`config.mk`:
```
export PLATFORM = sky130hd
export DESIGN_NAME = serial_word_shifter
export DESIGN_NICKNAME = d
export VERILOG_FILES = /design/src/rtl/sws_pkg.sv /design/src/rtl/sws_len_decode.sv /design/src/rtl/sws_lane_map.sv /design/src/rtl/sws_tx.sv /design/src/rtl/sws_rx.sv /design/src/rtl/serial_word_shifter.sv
export SDC_FILE = /design/constraint.sdc
export NUM_CORES = 1
export LEC_CHECK = 0
export BUFFER_PORTS_ARGS = -buffer_cell sky130_fd_sc_hd__buf_4
export CAP_MARGIN = 20
export CORE_ASPECT_RATIO = 0.9
export CORE_MARGIN = 1.5
export CORE_UTILIZATION = 45
export CTS_CLUSTER_DIAMETER = 200
export DETAILED_ROUTE_END_ITERATION = 10
export GPL_ROUTABILITY_DRIVEN = 1
export PLACE_DENSITY = 0.63
export SYNTH_ARGS = -nofsm -noshare
export SYNTH_HDL_FRONTEND = slang
export SYNTH_SLANG_ARGS = --single-unit
export TNS_END_PERCENT = 30
```
`constraint.sdc`:
```
create_clock -name clk_i -period 2.7 [get_ports clk_i]
set_input_delay 0.27 -clock clk_i [delete_from_list [all_inputs] [get_ports clk_i]]
set_output_delay 0.27 -clock clk_i [all_outputs]
set_load 0.05 [all_outputs]
```
`src/rtl/sws_pkg.sv`:
```
package sws_pkg;
  typedef enum logic [2:0] {
    WL_8       = 3'd0,
    WL_12      = 3'd1,
    WL_16      = 3'd2,
    WL_24      = 3'd3,
    WL_32_TAIL = 3'd4,
    WL_32_HEAD = 3'd5,
    WL_RSV6    = 3'd6,
    WL_RSV7    = 3'd7
  } wl_code_e;
endpackage

```
`src/rtl/sws_len_decode.sv`:
```
module sws_len_decode
  import sws_pkg::*;
#(
  parameter int DATA_W = 24,
  parameter int PAD_W  = 8,
  localparam int CNT_W = $clog2(DATA_W + PAD_W + 1)
) (
  input  wl_code_e           code_i,
  input  logic               align16_i,
  output logic [CNT_W-1:0]   nbits_o,
  output logic               err_o
);
  always_comb begin
    err_o = 1'b0;
    unique case (code_i)
      WL_8:       nbits_o = CNT_W'(8);
      WL_12:      nbits_o = CNT_W'(12);
      WL_16:      nbits_o = CNT_W'(16);
      WL_24:      nbits_o = CNT_W'(DATA_W);
      WL_32_TAIL,
      WL_32_HEAD: nbits_o = CNT_W'(DATA_W + PAD_W);
      default: begin
        nbits_o = CNT_W'(DATA_W);
        err_o   = 1'b1;
      end
    endcase
    // narrow alignment only legal for short words
    if (align16_i && (code_i >= WL_24)) err_o = 1'b1;
  end
endmodule

```
`src/rtl/sws_lane_map.sv`:
```
module sws_lane_map
  import sws_pkg::*;
#(
  parameter int DATA_W  = 24,
  parameter int PAD_W   = 8,
  parameter int ALT_TOP = 15,
  localparam int CNT_W  = $clog2(DATA_W + PAD_W + 1),
  localparam int POS_W  = $clog2(DATA_W)
) (
  input  wl_code_e           code_i,
  input  logic               align16_i,
  input  logic [CNT_W-1:0]   idx_i,
  output logic [POS_W-1:0]   pos_o,
  output logic               hit_o
);
  logic [CNT_W-1:0] top;
  logic [CNT_W-1:0] pos_w;

  always_comb begin
    top   = align16_i ? CNT_W'(ALT_TOP) : CNT_W'(DATA_W - 1);
    hit_o = 1'b1;
    unique case (code_i)
      WL_32_TAIL: begin
        if (idx_i < CNT_W'(DATA_W)) begin
          pos_w = CNT_W'(DATA_W - 1) - idx_i;
        end else begin
          pos_w = '0;          // repeat last bit
          hit_o = 1'b0;
        end
      end
      WL_32_HEAD: begin
        if (idx_i < CNT_W'(PAD_W)) begin
          pos_w = CNT_W'(DATA_W - 1);  // repeat first bit
          hit_o = 1'b0;
        end else begin
          pos_w = CNT_W'(DATA_W - 1 + PAD_W) - idx_i;
        end
      end
      default: pos_w = top - idx_i;
    endcase
  end

  assign pos_o = pos_w[POS_W-1:0];
endmodule

```
`src/rtl/sws_tx.sv`:
```
module sws_tx
  import sws_pkg::*;
#(
  parameter int DATA_W  = 24,
  parameter int PAD_W   = 8,
  parameter int ALT_TOP = 15,
  localparam int CNT_W  = $clog2(DATA_W + PAD_W + 1),
  localparam int POS_W  = $clog2(DATA_W)
) (
  input  logic               clk_i,
  input  logic               rst_ni,
  input  logic               bit_en_i,
  input  logic               load_i,
  input  logic [DATA_W-1:0]  data_i,
  input  wl_code_e           code_i,
  input  logic               align16_i,
  input  logic [CNT_W-1:0]   nbits_i,
  input  logic               err_i,
  output logic               bit_o,
  output logic               busy_o,
  output logic               done_o
);
  logic [DATA_W-1:0] data_q;
  wl_code_e          code_q;
  logic              align_q;
  logic [CNT_W-1:0]  nbits_q;
  logic [CNT_W-1:0]  cnt_q;
  logic              busy_q;
  logic              done_q;
  logic [POS_W-1:0]  pos;
  logic              hit_unused;

  sws_lane_map #(.DATA_W(DATA_W), .PAD_W(PAD_W), .ALT_TOP(ALT_TOP)) i_map (
    .code_i    (code_q),
    .align16_i (align_q),
    .idx_i     (cnt_q),
    .pos_o     (pos),
    .hit_o     (hit_unused)
  );

  always_ff @(posedge clk_i or negedge rst_ni) begin
    if (!rst_ni) begin
      data_q  <= '0;
      code_q  <= WL_8;
      align_q <= 1'b0;
      nbits_q <= '0;
      cnt_q   <= '0;
      busy_q  <= 1'b0;
      done_q  <= 1'b0;
    end else begin
      done_q <= 1'b0;
      if (!busy_q) begin
        if (load_i && !err_i) begin
          data_q  <= data_i;
          code_q  <= code_i;
          align_q <= align16_i;
          nbits_q <= nbits_i;
          cnt_q   <= '0;
          busy_q  <= 1'b1;
        end
      end else if (bit_en_i) begin
        if (cnt_q == nbits_q - CNT_W'(1)) begin
          busy_q <= 1'b0;
          done_q <= 1'b1;
        end else begin
          cnt_q <= cnt_q + CNT_W'(1);
        end
      end
    end
  end

  assign bit_o  = busy_q & data_q[pos];
  assign busy_o = busy_q;
  assign done_o = done_q;


  tx_done_idle_chk: assert property (@(posedge clk_i) disable iff (!rst_ni)
    done_q |-> !busy_q);

  tx_start_legal_chk: assert property (@(posedge clk_i) disable iff (!rst_ni)
    $rose(busy_q) |-> $past(load_i && !err_i));

  tx_cnt_bound_chk: assert property (@(posedge clk_i) disable iff (!rst_ni)
    busy_q |-> (cnt_q < nbits_q));

  tx_stall_chk: assert property (@(posedge clk_i) disable iff (!rst_ni)
    (busy_q && !bit_en_i) |=> (busy_q && $stable(cnt_q) && $stable(bit_o)));
endmodule

```
`src/rtl/sws_rx.sv`:
```
module sws_rx
  import sws_pkg::*;
#(
  parameter int DATA_W  = 24,
  parameter int PAD_W   = 8,
  parameter int ALT_TOP = 15,
  localparam int CNT_W  = $clog2(DATA_W + PAD_W + 1),
  localparam int POS_W  = $clog2(DATA_W)
) (
  input  logic               clk_i,
  input  logic               rst_ni,
  input  logic               bit_en_i,
  input  logic               start_i,
  input  logic               bit_i,
  input  wl_code_e           code_i,
  input  logic               align16_i,
  input  logic [CNT_W-1:0]   nbits_i,
  input  logic               err_i,
  output logic [DATA_W-1:0]  data_o,
  output logic               valid_o
);
  logic [DATA_W-1:0] acc_q, acc_d, data_q;
  wl_code_e          code_q;
  logic              align_q;
  logic [CNT_W-1:0]  nbits_q;
  logic [CNT_W-1:0]  cnt_q;
  logic              act_q;
  logic              valid_q;
  logic [POS_W-1:0]  pos;
  logic              hit;

  sws_lane_map #(.DATA_W(DATA_W), .PAD_W(PAD_W), .ALT_TOP(ALT_TOP)) i_map (
    .code_i    (code_q),
    .align16_i (align_q),
    .idx_i     (cnt_q),
    .pos_o     (pos),
    .hit_o     (hit)
  );

  always_comb begin
    acc_d = acc_q;
    if (hit) acc_d[pos] = bit_i;
  end

  always_ff @(posedge clk_i or negedge rst_ni) begin
    if (!rst_ni) begin
      acc_q   <= '0;
      data_q  <= '0;
      code_q  <= WL_8;
      align_q <= 1'b0;
      nbits_q <= '0;
      cnt_q   <= '0;
      act_q   <= 1'b0;
      valid_q <= 1'b0;
    end else begin
      valid_q <= 1'b0;
      if (!act_q) begin
        if (start_i && !err_i) begin
          acc_q   <= '0;
          code_q  <= code_i;
          align_q <= align16_i;
          nbits_q <= nbits_i;
          cnt_q   <= '0;
          act_q   <= 1'b1;
        end
      end else if (bit_en_i) begin
        acc_q <= acc_d;
        if (cnt_q == nbits_q - CNT_W'(1)) begin
          act_q   <= 1'b0;
          valid_q <= 1'b1;
          data_q  <= acc_d;
        end else begin
          cnt_q <= cnt_q + CNT_W'(1);
        end
      end
    end
  end

  assign data_o  = data_q;
  assign valid_o = valid_q;


  rx_valid_idle_chk: assert property (@(posedge clk_i) disable iff (!rst_ni)
    valid_q |-> !act_q);

  rx_hold_chk: assert property (@(posedge clk_i) disable iff (!rst_ni)
    !valid_q |-> $stable(data_q));

  rx_start_legal_chk: assert property (@(posedge clk_i) disable iff (!rst_ni)
    $rose(act_q) |-> $past(start_i && !err_i));

  rx_stall_chk: assert property (@(posedge clk_i) disable iff (!rst_ni)
    (act_q && !bit_en_i) |=> (act_q && $stable(cnt_q) && $stable(acc_q)));
endmodule

```
`src/rtl/serial_word_shifter.sv`:
```
module serial_word_shifter
  import sws_pkg::*;
#(
  parameter int DATA_W  = 24,
  parameter int PAD_W   = 8,
  parameter int ALT_TOP = 15,
  localparam int CNT_W  = $clog2(DATA_W + PAD_W + 1)
) (
  input  logic              clk_i,
  input  logic              rst_ni,
  input  logic              bit_en_i,
  input  logic [2:0]        wl_code_i,
  input  logic              align16_i,
  output logic              cfg_err_o,
  input  logic              tx_load_i,
  input  logic [DATA_W-1:0] tx_data_i,
  output logic              tx_bit_o,
  output logic              tx_busy_o,
  output logic              tx_done_o,
  input  logic              rx_start_i,
  input  logic              rx_bit_i,
  output logic [DATA_W-1:0] rx_data_o,
  output logic              rx_valid_o
);
  wl_code_e         code;
  logic [CNT_W-1:0] nbits;
  logic             err;

  assign code = wl_code_e'(wl_code_i);

  sws_len_decode #(.DATA_W(DATA_W), .PAD_W(PAD_W)) i_dec (
    .code_i    (code),
    .align16_i (align16_i),
    .nbits_o   (nbits),
    .err_o     (err)
  );

  sws_tx #(.DATA_W(DATA_W), .PAD_W(PAD_W), .ALT_TOP(ALT_TOP)) i_tx (
    .clk_i     (clk_i),
    .rst_ni    (rst_ni),
    .bit_en_i  (bit_en_i),
    .load_i    (tx_load_i),
    .data_i    (tx_data_i),
    .code_i    (code),
    .align16_i (align16_i),
    .nbits_i   (nbits),
    .err_i     (err),
    .bit_o     (tx_bit_o),
    .busy_o    (tx_busy_o),
    .done_o    (tx_done_o)
  );

  sws_rx #(.DATA_W(DATA_W), .PAD_W(PAD_W), .ALT_TOP(ALT_TOP)) i_rx (
    .clk_i     (clk_i),
    .rst_ni    (rst_ni),
    .bit_en_i  (bit_en_i),
    .start_i   (rx_start_i),
    .bit_i     (rx_bit_i),
    .code_i    (code),
    .align16_i (align16_i),
    .nbits_i   (nbits),
    .err_i     (err),
    .data_o    (rx_data_o),
    .valid_o   (rx_valid_o)
  );

  assign cfg_err_o = err;


  cfg_err_block_chk: assert property (@(posedge clk_i) disable iff (!rst_ni)
    (cfg_err_o && tx_load_i && !tx_busy_o) |=> !tx_busy_o);
endmodule

```
==> metrics.md, run 1 <==
| Metric | Value |
|---|---|
| Synth area leaders | `dfrtp_1 (46%), nand2_1 (8.3%), mux2i_1 (4.5%), o21ai_0 (3.9%), a21oi_1 (3.4%)` |
| Worst hold path class | `in2reg` |
| Post-Syn Nets | `663` |
| Final hold violation count | `0` |
| Initial DRC count | `267` |
| TritonCTS Buffers | `9` |
| FFs w/ async S/R, synth | `100.0%` |
| Post-route cell area | `6774 sq um` |
| Slowest-stage cell, CP | `dfrtp_1` |
| IR drop worst, VDD | `501.9 uV` |
| Crit-path max cell delay | `0.42 ns` |
| Pre-CTS setup slack | `0.1205 ns` |
| RSZ-0062 raised after global routing | `true` |
| Ys flop type | `dfrtp_1` |
| Clk Latency, worst-skew pair | `0.36 ns` |
| Status | `complete, but fails checks` |
| Post-Syn Instances | `621` |
| Share of layout cells above drive strength 1 | `19.35%` |
| Most frequent cells in the layout | `nand2_1 (125), dfrtp_1 (102), buf_4 (80), nor2_1 (45), o21ai_0 (43)` |
| Worst EP arrival | `2.43 ns` |
| CP startpoint kind | `register` |
| Kind of critical path | `reg2out` |
| Final Wtd Congestion | `0.9338` |
| Violated checks | `negative setup slack` |
| Endpoints failing setup | `1` |
| CTS tree | `built` |
| YS warnings | `0` |
| Placed inst area | `6261 sq um` |
| Library cells used by synthesis | `60` |
| Routed len/inst | `16.01 microns` |
| Crit path cell chain | `or2_4, or3_4, a31oi_1, o22ai_1, a21o_1, o311ai_2, buf_6` |
| Pins Over Slew Limit | `0` |
| FP Rows | `38` |
| Antenna Cells | `0` |
| DRC Markers | `0` |
| Vias | `4652` |
| Post-route minimum period | `2.701 ns` |
| Post-synth EDFFs | `0` |
| Gr usage total | `21.57%` |
| Post-route insts no fill | `842` |
| Period utilisation layout | `100.1%` |
| Vias in the first global route | `4474` |
| P_leak | `3.125 nW` |
| CTS root buffer | `clkbuf_16` |
| FMAX | `370.2 MHz` |
| Syn Area/Cell | `9.051 sq um` |
| Port Buffers | `62` |
| Nets | `719` |
| Max cap viols | `0` |
| Register area share after synthesis | `46.30%` |
| 1st-pass router iterations | `5` |
| Pwr/cell area | `1196 nW/um^2` |
| H-tree depth | `3` |
| Clock-pin slew on the worst setup and hold paths | `0.07 ns` |
| Clk sinks | `104` |
| Initial antenna violation count | `0` |
| Slew margin rel. | `46.91%` |
| Initial Utilization | `46.36%` |
| Worst path bufs/invs | `1` |
| # IOs | `63` |
| Die height | `109.0 microns` |
| Antenna viol nets, final | `0` |
| Area Growth Syn to Fin | `20.53%` |
| Post-Syn Area | `5620 sq um` |
| CP Capture Type | `output port` |
| WP data required | `2.43 ns` |
| Vias per Instance | `5.525` |
| Routed WL | `13.48 mm` |
| Most common cell after layout, fill and taps aside | `nand2_1` |
| Detailed Place HPWL | `9.205 mm` |
| Yosys reg bits | `104` |
| Total core area | `12120 sq um` |
| Setup ws final | `-0.001476 ns` |
| CP top delay family | `compound AO/OA/AOI/OAI gates` |
| Largest net degree at the start of global routing | `71` |
| CP Max Fanout | `6` |
| Top-area cell type share of the netlist area | `46.30%` |
| Worst-margin pin slew | `0.7964 ns` |
| Die footprint | `13170 sq um` |
| Dominant cell type by area after synthesis | `dfrtp_1` |
| Max Buffers Root-to-Sink | `2` |
| Die Width | `120.8 microns` |
| Clock skew | `0.008246 ns` |
| Placed cell count | `818` |
| Aggregate global routing overflow | `0` |
| First-pass GRT wire length | `22.57 mm` |
==> layer usage <==
layer,share of wire (%),up-vias,track usage [%],routed length [microns]
met3,4.4,11,5.335,595
met1,51,2244,32.12,6925
met4,1.0,0,5.462,136
met5,0,-,0,0
li1,-,2291,-,-
met2,43,106,31.37,5823
==> path summary, 6_finish.rpt <==
path                                 startpoint         endpoint  slack (ns)  cells past startpoint
worst max register to register    i_rx.cnt_q[4]   i_rx.acc_q[13]        0.24                      7
max in group asynchronous                rst_ni  i_rx.data_o[19]        1.55                      3
worst min register to register  i_tx.data_q[21]  i_tx.data_q[21]        0.47                      2
worst min-delay path               tx_data_i[8]   i_tx.data_q[8]         0.1                      3
worst max-delay path              i_tx.cnt_q[4]         tx_bit_o      -0.001                      7
min in group asynchronous                rst_ni    i_tx.cnt_q[2]        0.41                      2
==> area by class of cell <==
| cell class | count | area, sq um |
|---|---|---|
| clock buffer | 9 | 225.2 |
| clock inverter | 7 | 126.4 |
| fill | 1081 | 5350 |
| inverter | 17 | 63.81 |
| multi-input combinational | 461 | 2892 |
| sequential | 104 | 2605 |
| tap | 160 | 200.2 |
| timing repair buffer | 84 | 661.9 |
==> cells by family after synthesis <==
group / after synthesis / share of synthesized area, %
buf+inv: 56 / 4.252
xor+xnor: 22 / 3.695
fa+ha+maj: 8 / 1.781
flops: 104 / 46.30
simple gates: 246 / 19.90
compound gates: 160 / 19.61
mux: 25 / 4.452
==> repair_timing <==
action                                  CTS  global route
pin swaps                                 4             6
endpoints found under the setup margin    1             1
endpoints found under the hold margin    34             0
hold buffers                              1             0
setup buffers                             3             4
gates resized for setup                  14             8
==> Yosys cell counts (all sizes together) (5+ instances only) <==
master	number
nand2	125
dfrtp	104
nor2	46
o21ai	44
a21oi	38
clkbuf	30
mux2i	25
a22o	20
nor3	18
inv	17
a211oi	14
xnor2	14
nand2b	11
nor2b	10
buf	9
ha	8
nand3	8
nand4	8
xor2	7
o22ai	5
==> tightest hold or removal path, cell delays in order <==
cell and delay [ns]:
buf_4 0.07, nand2_1 0.04, nand2_1 0.04
==> sequential cells by signal, summed over array words and instances, names as in the netlist, 3 cells and up <==
| signal | flops |
|---|---|
| i_rx.cnt_q | 6 |
| i_rx.data_o | 24 |
| i_tx.data_q | 24 |
| i_tx.nbits_q | 4 |
| i_rx.acc_q | 24 |
| i_tx.code_q | 3 |
| i_rx.nbits_q | 4 |
| i_tx.cnt_q | 6 |
| i_rx.code_q | 3 |
==> metrics by stage <==
| stage | hold WS, ns | power, mW | util, % | TNS [ns] |
|---|---|---|---|---|
| 6_report | 0.09727 | 8.100 | 55.87 | -0.001476 |
| 5_1_grt | 0.09483 | 8.617 | 55.87 | -0.05566 |
| 3_3_place_gp | 0.2641 | 6.149 | 51.64 | 0 |
| 2_1_floorplan | -0.02559 | 5.322 | - | 0 |
| 3_5_place_dp | 0.2709 | 6.238 | 51.64 | 0 |
| 4_1_cts | 0.08533 | 7.951 | 55.27 | 0 |
==> report_power, final <==
part	total, mW	internal [mW]	switching (mW)	leakage, nW
combinational	4.01	1.63	2.39	1.58
sequential	2.54	2.06	0.483	1.37
clock	1.55	0.920	0.626	0.169
(Power assumes the default switching activity.)
==> run 2: changes to the inputs <==
--- a/config.mk
+++ b/config.mk
@@ -13,6 +13,7 @@
 export CTS_CLUSTER_DIAMETER = 200
 export DETAILED_ROUTE_END_ITERATION = 10
 export GPL_ROUTABILITY_DRIVEN = 1
+export GPL_TIMING_DRIVEN = 0
 export PLACE_DENSITY = 0.63
 export SYNTH_ARGS = -nofsm -noshare
 export SYNTH_HDL_FRONTEND = slang
==> run 2 against run 1 <==
The flow still finishes with violations (negative setup slack); routed wire length up 6.4%; clock power down 21%; largest power group unchanged; non-clock buffer count up 19; first-iteration DRC count up 24%; global-route usage up 1.6 points; register-to-register slack worse by 0.02 ns; sequential cell count unchanged.
==> metrics.md, run 2 (synthesis results as in run 1) <==
| Metric | Value |
|---|---|
| Period utilisation layout | `100.5%` |
| Vias per Instance | `5.574` |
| CP startpoint kind | `register` |
| Antenna Cells | `0` |
| Antenna viol nets, final | `0` |
| Reg2Reg Capture Point | `i_rx.data_o[3]` |
| Clk Latency, worst-skew pair | `0.36 ns` |
| Detailed Place HPWL | `10.16 mm` |
| Die footprint | `13170 sq um` |
| Clock skew | `0.01053 ns` |
| Pre-CTS setup slack | `-0.1493 ns` |
| Max Buffers Root-to-Sink | `2` |
| Fillcell total | `1086` |
| Vias | `4794` |
| Worst hold path cell count | `3` |
| Clock-pin slew on the worst setup and hold paths | `0.07 ns` |
| Final hold violation count | `0` |
| 1st-pass router iterations | `5` |
| Most common cell after layout, fill and taps aside | `nand2_1` |
| Setup crit start | `i_tx.cnt_q[3]` |
| DRC Markers | `0` |
| Routed WL | `14.34 mm` |
| Routed len/inst | `16.67 microns` |
| Kind of critical path | `reg2out` |
| Worst hold path class | `in2reg` |
| Port Buffers | `60` |
| Largest net degree at the start of global routing | `56` |
| Initial Utilization | `46.36%` |
| FP Rows | `38` |
| Crit path to | `tx_bit_o` |
| # IOs | `63` |
| Share of layout cells above drive strength 1 | `17.57%` |
| Total core area | `12120 sq um` |
| Reg-to-Reg Start | `i_rx.nbits_q[2]` |
| CTS root buffer | `clkbuf_16` |
| Pins Over Slew Limit | `0` |
| Post-route insts no fill | `860` |
| First-pass GRT wire length | `23.72 mm` |
| H-tree depth | `3` |
| Die height | `109.0 microns` |
| Setup ws final | `-0.01364 ns` |
| FMAX | `368.5 MHz` |
| P_leak | `3.115 nW` |
| Initial DRC count | `330` |
| Hold Crit Start | `tx_data_i[17]` |
| Worst-margin pin slew | `0.9040 ns` |
| Pwr/cell area | `1157 nW/um^2` |
| WP data required | `2.43 ns` |
| Gr usage total | `23.14%` |
| Aggregate global routing overflow | `0` |
| Slew margin rel. | `39.60%` |
| Status | `complete, but fails checks` |
| Final Wtd Congestion | `0.8692` |
| Most frequent cells in the layout | `nand2_1 (125), dfrtp_1 (103), buf_4 (65), nor2_1 (45), o21ai_0 (43)` |
| Max cap viols | `0` |
| Violated checks | `negative setup slack` |
| Setup TNS | `-0.01364 ns` |
| CP Capture Type | `output port` |
| Initial antenna violation count | `0` |
| CP Max Fanout | `7` |
| Nets | `738` |
| Die Width | `120.8 microns` |
| Post-route cell area | `6740 sq um` |
| IR drop worst, VDD | `414.9 uV` |
| R2R setup slack | `0.22 ns` |
| RSZ-0062 raised after global routing | `true` |
| Post-route minimum period | `2.714 ns` |
| Area Growth Syn to Fin | `19.92%` |
| Clk sinks | `104` |
| Endpoints failing setup | `1` |
| Worst EP arrival | `2.44 ns` |
| Reg2Reg Depth | `9` |
| TritonCTS Buffers | `9` |
| Placed cell count | `842` |
| CTS tree | `built` |
| Vias in the first global route | `4600` |
| Placed inst area | `6306 sq um` |
run 2: critical path, stage by stage (launching register included):
cell	delay (ns)
dfrtp_1	0.41
clkbuf_8	0.17
nand2b_4	0.17
o32a_1	0.34
o221ai_2	0.17
nor3_1	0.09
o311ai_1	0.36
o311ai_2	0.18
buf_6	0.18
run 2: layer usage:
layer  GRT usage (%)  part of all wire (%)  routed length (microns)
met1           35.10                    51                     7350
met2           33.36                    43                     6143
met3           4.446                   4.3                      620
met4           6.975                   1.6                      224
met5               0                     0                        0
run 2: cell type report:
class | instances | area [sq um] | area share [%]
sequential | 104 | 2604 | 38.63
tap | 160 | 200.2 | 2.970
multi-input combinational | 461 | 2892 | 42.90
buffer | 35 | 172.7 | 2.562
clock buffer | 10 | 239.0 | 3.546
inverter | 17 | 63.81 | 0.9467
clock inverter | 5 | 32.53 | 0.4826
timing repair buffer | 68 | 536.8 | 7.964
run 2: per-stage QoR:
| step | util [%] | power [mW] | hold slack (ns) |
|---|---|---|---|
| 3_5_place_dp | 52.01 | 6.289 | 0.3598 |
| 3_3_place_gp | 51.79 | 6.188 | 0.4555 |
| 6_report | 55.59 | 7.798 | 0.09858 |
| 2_1_floorplan | - | 5.322 | -0.02559 |
| 4_1_cts | 55.28 | 7.742 | 0.08699 |
| 5_1_grt | 55.59 | 8.327 | 0.08699 |
run 2: how the worst min path moves through the flow:
stage	slack, ns	endpoint
2_1_floorplan	-0.03	i_rx.acc_q[0]
3_3_place_gp	0.46	i_tx.data_q[21]
3_5_place_dp	0.36	i_tx.cnt_q[2]
4_1_cts	0.09	i_tx.data_q[22]
5_1_grt	0.09	i_tx.data_q[17]
6_report	0.1	i_tx.data_q[17]
run 2: repair_timing:
| item | in CTS | in global routing |
|---|---|---|
| hold endpoints to repair | 49 | 0 |
| gates resized for setup | 23 | 7 |
| hold buffers | 1 | 0 |
| pin swaps | 5 | 4 |
| setup buffers | 6 | 0 |
| setup endpoints to repair | 1 | 15 |
| cloned | 0 | 0 |
run 2: report_power, final:
| part | internal [mW] | leakage (nW) | switching, mW |
|---|---|---|---|
| clock | 0.646 | 0.138 | 0.588 |
| combinational | 1.60 | 1.60 | 2.48 |
| sequential | 2.06 | 1.37 | 0.420 |
| total | 4.31 | 3.11 | 3.49 |
